==> src/rtl/pll_seq_pkg.sv <==
package pll_seq_pkg;
   typedef enum logic [2:0] {
      ST_IDLE   = 3'd0,
      ST_BYP    = 3'd1,
      ST_PROG   = 3'd2,
      ST_SETTLE = 3'd3,
      ST_PU_REL = 3'd4,
      ST_LOCK   = 3'd5
   } seq_state_e;
endpackage

==> src/rtl/pll_lock_sync.sv <==
module pll_lock_sync #(
   parameter int STAGES = 2
) (
   input  logic clk,
   input  logic rst_n,
   input  logic async_in,
   output logic sync_out
);
   if (STAGES < 2) begin : g_bad_stages
      $error("pll_lock_sync: STAGES must be at least 2");
   end

   logic [STAGES-1:0] chain_q;

   always_ff @(posedge clk or negedge rst_n) begin
      if (!rst_n) chain_q <= '0;
      else        chain_q <= {chain_q[STAGES-2:0], async_in};
   end

   assign sync_out = chain_q[STAGES-1];
endmodule

==> src/rtl/pll_interval_cnt.sv <==
module pll_interval_cnt #(
   parameter int CNT_W = 8
) (
   input  logic             clk,
   input  logic             rst_n,
   input  logic             clr,
   input  logic [CNT_W-1:0] limit,
   output logic             expired
);
   if (CNT_W < 1) begin : g_bad_width
      $error("pll_interval_cnt: CNT_W must be positive");
   end

   logic [CNT_W-1:0] cnt_q;

   always_ff @(posedge clk or negedge rst_n) begin
      if (!rst_n)       cnt_q <= '0;
      else if (clr)     cnt_q <= '0;
      else if (!expired) cnt_q <= cnt_q + 1'b1;
   end

   assign expired = (cnt_q == limit - 1'b1);
endmodule

==> src/rtl/pll_seq_fsm.sv <==
module pll_seq_fsm
   import pll_seq_pkg::*;
#(
   parameter int          M_W        = 10,
   parameter int          P_W        = 6,
   parameter int          S_W        = 3,
   parameter int          K_W        = 16,
   parameter bit          FRAC       = 1'b0,
   parameter logic [9:0]  INIT_M     = 10'd200,
   parameter logic [5:0]  INIT_P     = 6'd3,
   parameter logic [2:0]  INIT_S     = 3'd1,
   parameter logic [15:0] INIT_K     = 16'd0,
   parameter int          CNT_W      = 8,
   parameter int          SETTLE_CYC = 3,
   parameter int          LOCK_CYC   = 100
) (
   input  logic             clk,
   input  logic             rst_n,
   input  logic             req_start,
   input  logic [M_W-1:0]   req_m,
   input  logic [P_W-1:0]   req_p,
   input  logic [S_W-1:0]   req_s,
   input  logic [K_W-1:0]   req_k,
   input  logic             pwr_up,
   input  logic             pwr_dn,
   input  logic             lock_ok,
   input  logic             tmr_exp,
   output logic             tmr_clr,
   output logic [CNT_W-1:0] tmr_limit,
   output logic             pll_rstb,
   output logic             pll_bypass,
   output logic             pll_lock_sel,
   output logic [M_W-1:0]   pll_m,
   output logic [P_W-1:0]   pll_p,
   output logic [S_W-1:0]   pll_s,
   output logic [K_W-1:0]   pll_k,
   output logic             busy,
   output logic             done,
   output logic             err
);
   seq_state_e state_q, state_d;
   logic [M_W-1:0] lat_m;
   logic [P_W-1:0] lat_p;
   logic [S_W-1:0] lat_s;
   logic [K_W-1:0] lat_k;
   logic mp_same, accept, k_load_now, k_load_lat, lsel_set;

   assign mp_same = (req_m == pll_m) && (req_p == pll_p);
   assign accept  = (state_q == ST_IDLE) && req_start;

   always_comb begin
      state_d = state_q;
      unique case (state_q)
         ST_IDLE: begin
            if (req_start) begin
               if (!mp_same) state_d = ST_BYP;
            end else if (pwr_up && !pll_rstb) begin
               state_d = ST_PU_REL;
            end
         end
         ST_BYP:    state_d = ST_PROG;
         ST_PROG:   state_d = ST_SETTLE;
         ST_SETTLE: if (tmr_exp) state_d = ST_LOCK;
         ST_PU_REL: state_d = ST_LOCK;
         ST_LOCK:   if (lock_ok || tmr_exp) state_d = ST_IDLE;
         default:   state_d = ST_IDLE;
      endcase
   end

   assign tmr_clr   = (state_d != state_q) ||
                      !((state_q == ST_SETTLE) || (state_q == ST_LOCK));
   assign tmr_limit = (state_q == ST_LOCK) ? CNT_W'(LOCK_CYC) : CNT_W'(SETTLE_CYC);
   assign busy      = (state_q != ST_IDLE);

   always_ff @(posedge clk or negedge rst_n) begin
      if (!rst_n) begin
         state_q    <= ST_IDLE;
         pll_rstb   <= 1'b0;
         pll_bypass <= 1'b0;
         pll_m      <= M_W'(INIT_M);
         pll_p      <= P_W'(INIT_P);
         pll_s      <= S_W'(INIT_S);
         lat_m      <= '0;
         lat_p      <= '0;
         lat_s      <= '0;
         lat_k      <= '0;
         done       <= 1'b0;
         err        <= 1'b0;
      end else begin
         state_q <= state_d;
         done    <= 1'b0;
         err     <= 1'b0;
         unique case (state_q)
            ST_IDLE: begin
               if (req_start) begin
                  lat_m <= req_m;
                  lat_p <= req_p;
                  lat_s <= req_s;
                  lat_k <= req_k;
                  if (mp_same) begin
                     pll_s <= req_s;
                     done  <= 1'b1;
                  end else begin
                     pll_rstb <= 1'b0;
                  end
               end else if (pwr_up) begin
                  if (pll_rstb) done <= 1'b1;
                  else          pll_bypass <= 1'b1;
               end else if (pwr_dn) begin
                  pll_rstb <= 1'b0;
                  done     <= 1'b1;
               end
            end
            ST_BYP:  pll_bypass <= 1'b1;
            ST_PROG: begin
               pll_m <= lat_m;
               pll_p <= lat_p;
               pll_s <= lat_s;
            end
            ST_SETTLE: if (tmr_exp) pll_rstb <= 1'b1;
            ST_PU_REL: pll_rstb <= 1'b1;
            ST_LOCK: begin
               if (lock_ok) begin
                  pll_bypass <= 1'b0;
                  done       <= 1'b1;
               end else if (tmr_exp) begin
                  err  <= 1'b1;
                  done <= 1'b1;
               end
            end
            default: ;
         endcase
      end
   end

   assign k_load_now = accept && mp_same;
   assign k_load_lat = (state_q == ST_PROG);
   assign lsel_set   = accept && !mp_same;

   if (FRAC) begin : g_frac
      always_ff @(posedge clk or negedge rst_n) begin
         if (!rst_n)          pll_k <= K_W'(INIT_K);
         else if (k_load_now) pll_k <= req_k;
         else if (k_load_lat) pll_k <= lat_k;
      end
      assign pll_lock_sel = 1'b0;
   end else begin : g_int
      logic lsel_q;
      always_ff @(posedge clk or negedge rst_n) begin
         if (!rst_n)        lsel_q <= 1'b0;
         else if (lsel_set) lsel_q <= 1'b1;
      end
      assign pll_lock_sel = lsel_q;
      assign pll_k        = K_W'(INIT_K);
   end


   mp_change_in_reset_chk: assert property (@(posedge clk) disable iff (!rst_n)
      !$stable({pll_m, pll_p}) |-> (!pll_rstb && pll_bypass));


   release_under_bypass_chk: assert property (@(posedge clk) disable iff (!rst_n)
      $rose(pll_rstb) |-> pll_bypass);


   unbypass_after_lock_chk: assert property (@(posedge clk) disable iff (!rst_n)
      $fell(pll_bypass) |-> $past(lock_ok));


   err_keeps_bypass_chk: assert property (@(posedge clk) disable iff (!rst_n)
      err |-> (done && pll_bypass && pll_rstb));


   no_start_when_busy_chk: assert property (@(posedge clk) disable iff (!rst_n)
      (busy && req_start && state_q != ST_PROG) |=> $stable({pll_m, pll_p}));
endmodule

==> src/rtl/pll_relock_seq.sv <==
module pll_relock_seq #(
   parameter int unsigned CLK_HZ    = 100_000_000,
   parameter int unsigned T_RST_US  = 3,
   parameter int unsigned T_LOCK_US = 10000,
   parameter int          M_W       = 10,
   parameter int          P_W       = 6,
   parameter int          S_W       = 3,
   parameter int          K_W       = 16,
   parameter bit          FRAC      = 1'b0,
   parameter logic [9:0]  INIT_M    = 10'd200,
   parameter logic [5:0]  INIT_P    = 6'd3,
   parameter logic [2:0]  INIT_S    = 3'd1,
   parameter logic [15:0] INIT_K    = 16'd0
) (
   input  logic           clk,
   input  logic           rst_n,
   input  logic           req_start,
   input  logic [M_W-1:0] req_m,
   input  logic [P_W-1:0] req_p,
   input  logic [S_W-1:0] req_s,
   input  logic [K_W-1:0] req_k,
   input  logic           pwr_up,
   input  logic           pwr_dn,
   input  logic           pll_lock,
   output logic           pll_rstb,
   output logic           pll_bypass,
   output logic           pll_lock_sel,
   output logic [M_W-1:0] pll_m,
   output logic [P_W-1:0] pll_p,
   output logic [S_W-1:0] pll_s,
   output logic [K_W-1:0] pll_k,
   output logic           busy,
   output logic           done,
   output logic           err,
   output logic           prepared
);
   localparam longint unsigned SET_RAW  = (longint'(CLK_HZ) * T_RST_US + 64'd999_999) / 64'd1_000_000;
   localparam longint unsigned LOCK_RAW = (longint'(CLK_HZ) * T_LOCK_US + 64'd999_999) / 64'd1_000_000;
   localparam int SETTLE_CYC = (SET_RAW  < 1) ? 1 : int'(SET_RAW);
   localparam int LOCK_CYC   = (LOCK_RAW < 1) ? 1 : int'(LOCK_RAW);
   localparam int MAX_CYC    = (LOCK_CYC > SETTLE_CYC) ? LOCK_CYC : SETTLE_CYC;
   localparam int CNT_W      = $clog2(MAX_CYC + 1);

   if (T_RST_US == 0 || T_LOCK_US == 0 || CLK_HZ == 0) begin : g_bad_time
      $error("pll_relock_seq: clock and intervals must be non-zero");
   end
   if (M_W > 10 || P_W > 6 || S_W > 3 || K_W > 16) begin : g_bad_field
      $error("pll_relock_seq: field widths exceed initial value widths");
   end

   logic             lock_ok, tmr_exp, tmr_clr;
   logic [CNT_W-1:0] tmr_limit;

   pll_lock_sync #(.STAGES(2)) i_sync (
      .clk(clk), .rst_n(rst_n), .async_in(pll_lock), .sync_out(lock_ok)
   );

   pll_interval_cnt #(.CNT_W(CNT_W)) i_cnt (
      .clk(clk), .rst_n(rst_n), .clr(tmr_clr), .limit(tmr_limit), .expired(tmr_exp)
   );

   pll_seq_fsm #(
      .M_W(M_W), .P_W(P_W), .S_W(S_W), .K_W(K_W), .FRAC(FRAC),
      .INIT_M(INIT_M), .INIT_P(INIT_P), .INIT_S(INIT_S), .INIT_K(INIT_K),
      .CNT_W(CNT_W), .SETTLE_CYC(SETTLE_CYC), .LOCK_CYC(LOCK_CYC)
   ) i_fsm (
      .clk(clk), .rst_n(rst_n),
      .req_start(req_start), .req_m(req_m), .req_p(req_p), .req_s(req_s), .req_k(req_k),
      .pwr_up(pwr_up), .pwr_dn(pwr_dn),
      .lock_ok(lock_ok), .tmr_exp(tmr_exp), .tmr_clr(tmr_clr), .tmr_limit(tmr_limit),
      .pll_rstb(pll_rstb), .pll_bypass(pll_bypass), .pll_lock_sel(pll_lock_sel),
      .pll_m(pll_m), .pll_p(pll_p), .pll_s(pll_s), .pll_k(pll_k),
      .busy(busy), .done(done), .err(err)
   );

   assign prepared = pll_rstb;
endmodule

==> config.mk <==
export PLATFORM = sky130hd
export DESIGN_NAME = pll_relock_seq
export DESIGN_NICKNAME = d
export VERILOG_FILES = /design/src/rtl/pll_seq_pkg.sv /design/src/rtl/pll_lock_sync.sv /design/src/rtl/pll_interval_cnt.sv /design/src/rtl/pll_seq_fsm.sv /design/src/rtl/pll_relock_seq.sv
export SDC_FILE = /design/constraint.sdc
export NUM_CORES = 1
export LEC_CHECK = 0
export ABC_CLOCK_PERIOD_IN_PS = 2400
export BUFFER_PORTS_ARGS = -buffer_cell sky130_fd_sc_hd__buf_2
export CAP_MARGIN = 40
export CELL_PAD_IN_SITES_DETAIL_PLACEMENT = 0
export CELL_PAD_IN_SITES_GLOBAL_PLACEMENT = 2
export CORE_ASPECT_RATIO = 1.4
export CORE_UTILIZATION = 25
export CTS_BUF_LIST = sky130_fd_sc_hd__clkbuf_16
export DETAILED_ROUTE_END_ITERATION = 12
export GPL_ROUTABILITY_DRIVEN = 0
export PLACE_DENSITY_LB_ADDON = 0.1
export SLEW_MARGIN = 30
export SYNTH_ARGS = -nofsm -noshare
export SYNTH_HDL_FRONTEND = slang
export SYNTH_SLANG_ARGS = --single-unit
export TNS_END_PERCENT = 10
==> constraint.sdc <==
create_clock -name clk -period 2.4 [get_ports clk]
set_clock_uncertainty 0.1 [all_clocks]
set_input_delay 0.24 -clock clk [delete_from_list [all_inputs] [get_ports clk]]
set_output_delay 0.24 -clock clk [all_outputs]
set_load 0.01 [all_outputs]
==> impl_results.md <==
- Status: completed
- Leakage power: 0.002033 uW
- Post-Layout Inst Area: 4069 um^2
- First-pass GRT wire length: 14030 um
- Setup CP Type: reg2reg
- Clock Pin Slew Worst Setup and Hold Paths: 0.06 ns
- Layout Cells excl Fill: 615
- Placed cells: 597
- FFs w/ async S/R, synth: 1.000
- Worst reg2reg path startpoint: i_cnt.cnt_q[8]$_DFFE_PN0P_
- Post-synth top area share: 0.4655
- Area Overhead vs Synth: 22.07%
- Post-route DRC: 0
- WP depth: 6
- Max Cap Violations: 0
- Final core utilization: 0.3145
- Die H: 138.6 um
- Slew headroom: 0.6538
- Register Area: 1709 um^2
- FF-to-FF End: i_cnt.cnt_q[6]$_DFFE_PN0P_
- Root buffer cell: clkbuf_16
- Clk buf depth: 2
- Nets: 474
- Fin crit share: 0.8371
- Cts bufs inserted: 9
- Most frequent cell after synthesis: nand2_1
- WP buf/inv: 1
- Port bufs: 50
- Synthesized instance count: 369
- CP max-delay cell: or4_4
- Post-route setup slack: 0.3911 ns
- Diodes inserted: 0
- Critical path cell sequence: nand4b_1 -> or4_4 -> a21oi_2 -> or2_2 -> buf_12 -> a21oi_1
- Ranking of synthesized cells by area: dfrtp_1 (47%), nand2_1 (13%), xor2_1 (7.1%)
- Worst slew pin tran: 0.5150 ns
- DRT Pass-1 Iters: 4
- Worst Path Required: 2.51 ns
- R2R setup slack: 0.39 ns
- Top Ports: 83
- Post-DP Area: 3796 um^2
- Final Hold Viols: 0
- Setup Viol. Count Final: 0
- Filler Cell Count: 1384
- Hold WC Path Type: in2reg
- FF+latch count, synth: 68
- RSZ-0062 raised after global routing: false
- Post-route setup TNS: 0 ns
- Core ar.: 12940 um^2
- CP startpoint kind: register
- PwrDens: 906.4 nW/um^2
- Largest fanout on the critical path: 16
- Cts hold-fix bufs: 2
- Largest stage delay, worst path: 0.50 ns
- Synth cell types: 42
- Biggest area consumer among synthesized cells: dfrtp_1
- Antenna violations before repair: 0
- Top cells by count, synth: nand2_1 (112), dfrtp_1 (62), nor2_1 (32), xor2_1 (27), buf_4 (18)
- Dpl ws: 0.3686 ns
- Htree depth: 3
- All-Layer GR Usage: 0.1327
- Crit path max-delay family: simple AND/OR/NAND/NOR gates
- Peak VDD IR: 426.1 uV
- Die ar.: 13810 um^2
- Hold path start: req_s[0]
- Initial Util: 0.2577
- Worst skew pair latency: 0.33 ns
- Wirelength per Cell: 13.67 um
- Final ANT Viol Nets: 0
- Mapped Area: 3333 um^2
- Fmax achieved: 0.4978 GHz
- Synth warnings: 0
- Crit path time final: 2.009 ns
- CTS tree: done
- Routed WL: 8404 um
- Layout cells sized above 1: 0.2105
- Synth Flop Type: dfrtp_1
- CTS resizes: 0
- Post-synthesis sequential area ratio: 0.5128
- Vias in the first global route: 2717
- Total number of vias: 2573
- Crit end category: register
- Core Rows: 49
- Total grt overflow: 0
- Iter 0 DRT Violations: 59
- WP data arrival: 2.12 ns
- Post-synth EDFFs: 0
- Fin. max-slew vios: 0
- Chip Width: 99.59 um
- Reg2reg path depth: 6
- Hold Crit Endpoint: i_fsm.lat_s[0]$_DFFE_PN0P_
- Hold Path Depth: 3
- Post-DP HPWL: 6035 um
- Multi-input gate area: 1451 um^2
- Largest net degree at the start of global routing: 32
- Mapped Avg Cell Area: 9.033 um^2
- Setup bufs post-CTS: 0
- TritonCTS Sinks: 68
- Vias per cell: 4.184
-- final cells by class --
type                            instances  share of cell area
Clock inverter                          7            0.006765
Clock buffer                            9             0.05535
Timing Repair Buffer                   70              0.1027
Tap cell                              178             0.05474
Multi-Input combinational cell        279              0.3567
Inverter                                4            0.003690
Sequential cell                        68              0.4200
-- report_power, final --
part	switching [uW]	internal [uW]
Clock	468	674
Combinational	440	371
Sequential	250	1480
Total	1160	2530
-- cell usage in the layout, fill, tap and decap left out, types with 2 or more instances in the layout --
cell	n
nand2_1	112
dfrtp_1	62
buf_2	50
nor2_1	32
xor2_1	27
buf_4	17
conb_1	16
nand3_1	15
nor4_1	9
clkbuf_16	9
o21ai_0	8
nand4_1	6
inv_1	6
xnor2_1	6
dfstp_2	6
nor3_1	5
a21oi_1	5
clkinv_1	4
nor3b_1	3
or2_2	3
a31oi_1	3
nor2b_1	3
nand4b_1	2
or3_1	2
nand3b_1	2
nand2b_1	2
and4_1	2
a21o_1	2
dlygate4sd3_1	2
-- stage by stage --
step / total power, uW / hold slack, ns
after global routing: 3945 / 0.02373
after floorplan: 2247 / -0.1556
after CTS: 3771 / 0.01124
final: 3688 / 0.02030
after global placement: 2580 / 0.07100
after detailed placement: 2592 / 0.06712
-- worst max path at each step --
stage                                           from                           to  slack, ns
after floorplan           i_cnt.cnt_q[8]$_DFFE_PN0P_   i_cnt.cnt_q[6]$_DFFE_PN0P_       0.59
after global placement    i_fsm.pll_m[2]$_DFFE_PN0P_         i_fsm.done$_DFF_PN0_       0.38
after detailed placement  i_cnt.cnt_q[8]$_DFFE_PN0P_  i_cnt.cnt_q[10]$_DFFE_PN0P_       0.37
after CTS                 i_cnt.cnt_q[8]$_DFFE_PN0P_  i_cnt.cnt_q[10]$_DFFE_PN0P_       0.37
after global routing      i_fsm.pll_m[3]$_DFFE_PN1P_         i_fsm.done$_DFF_PN0_       0.23
final                     i_cnt.cnt_q[8]$_DFFE_PN0P_   i_cnt.cnt_q[6]$_DFFE_PN0P_       0.39
-- metal layers --
metal	part of all wire	global-route usage	up-vias
met3	0.031	0.02268	10
met4	0.020	0.06734	0
met5	0	0	-
met2	0.52	0.2321	48
li1	-	-	1298
met1	0.43	0.1540	1217
-- worst register-to-register path, cell delays in order, from the launching register on --
cell and delay [ns]:
dfrtp_1 0.46, nand4b_1 0.22, or4_4 0.50, a21oi_2 0.18
or2_2 0.22, buf_12 0.16, a21oi_1 0.05
-- kinds of logic after synthesis --
logic type / after synthesis / share of synthesized area
compound gates: 24 / 0.04467
xor+xnor: 33 / 0.08671
fa+ha+maj: 1 / 0.003753
buf+inv: 37 / 0.06869
flops: 68 / 0.5128
other cells: 1 / 0.001125
simple gates: 205 / 0.2823
-- sequential cells by signal, indices dropped and copies added (netlist names) --
signal,count
i_sync.chain_q,2
i_fsm.pll_bypass,1
i_fsm.pll_s,3
i_fsm.state_q,3
i_fsm.lat_m,10
i_fsm.done,1
i_fsm.lat_p,6
i_fsm.pll_m,10
i_fsm.pll_lock_sel,1
i_fsm.pll_p,6
i_cnt.cnt_q,20
i_fsm.pll_rstb,1
i_fsm.lat_s,3
i_fsm.err,1
(Power assumes the default switching activity.)
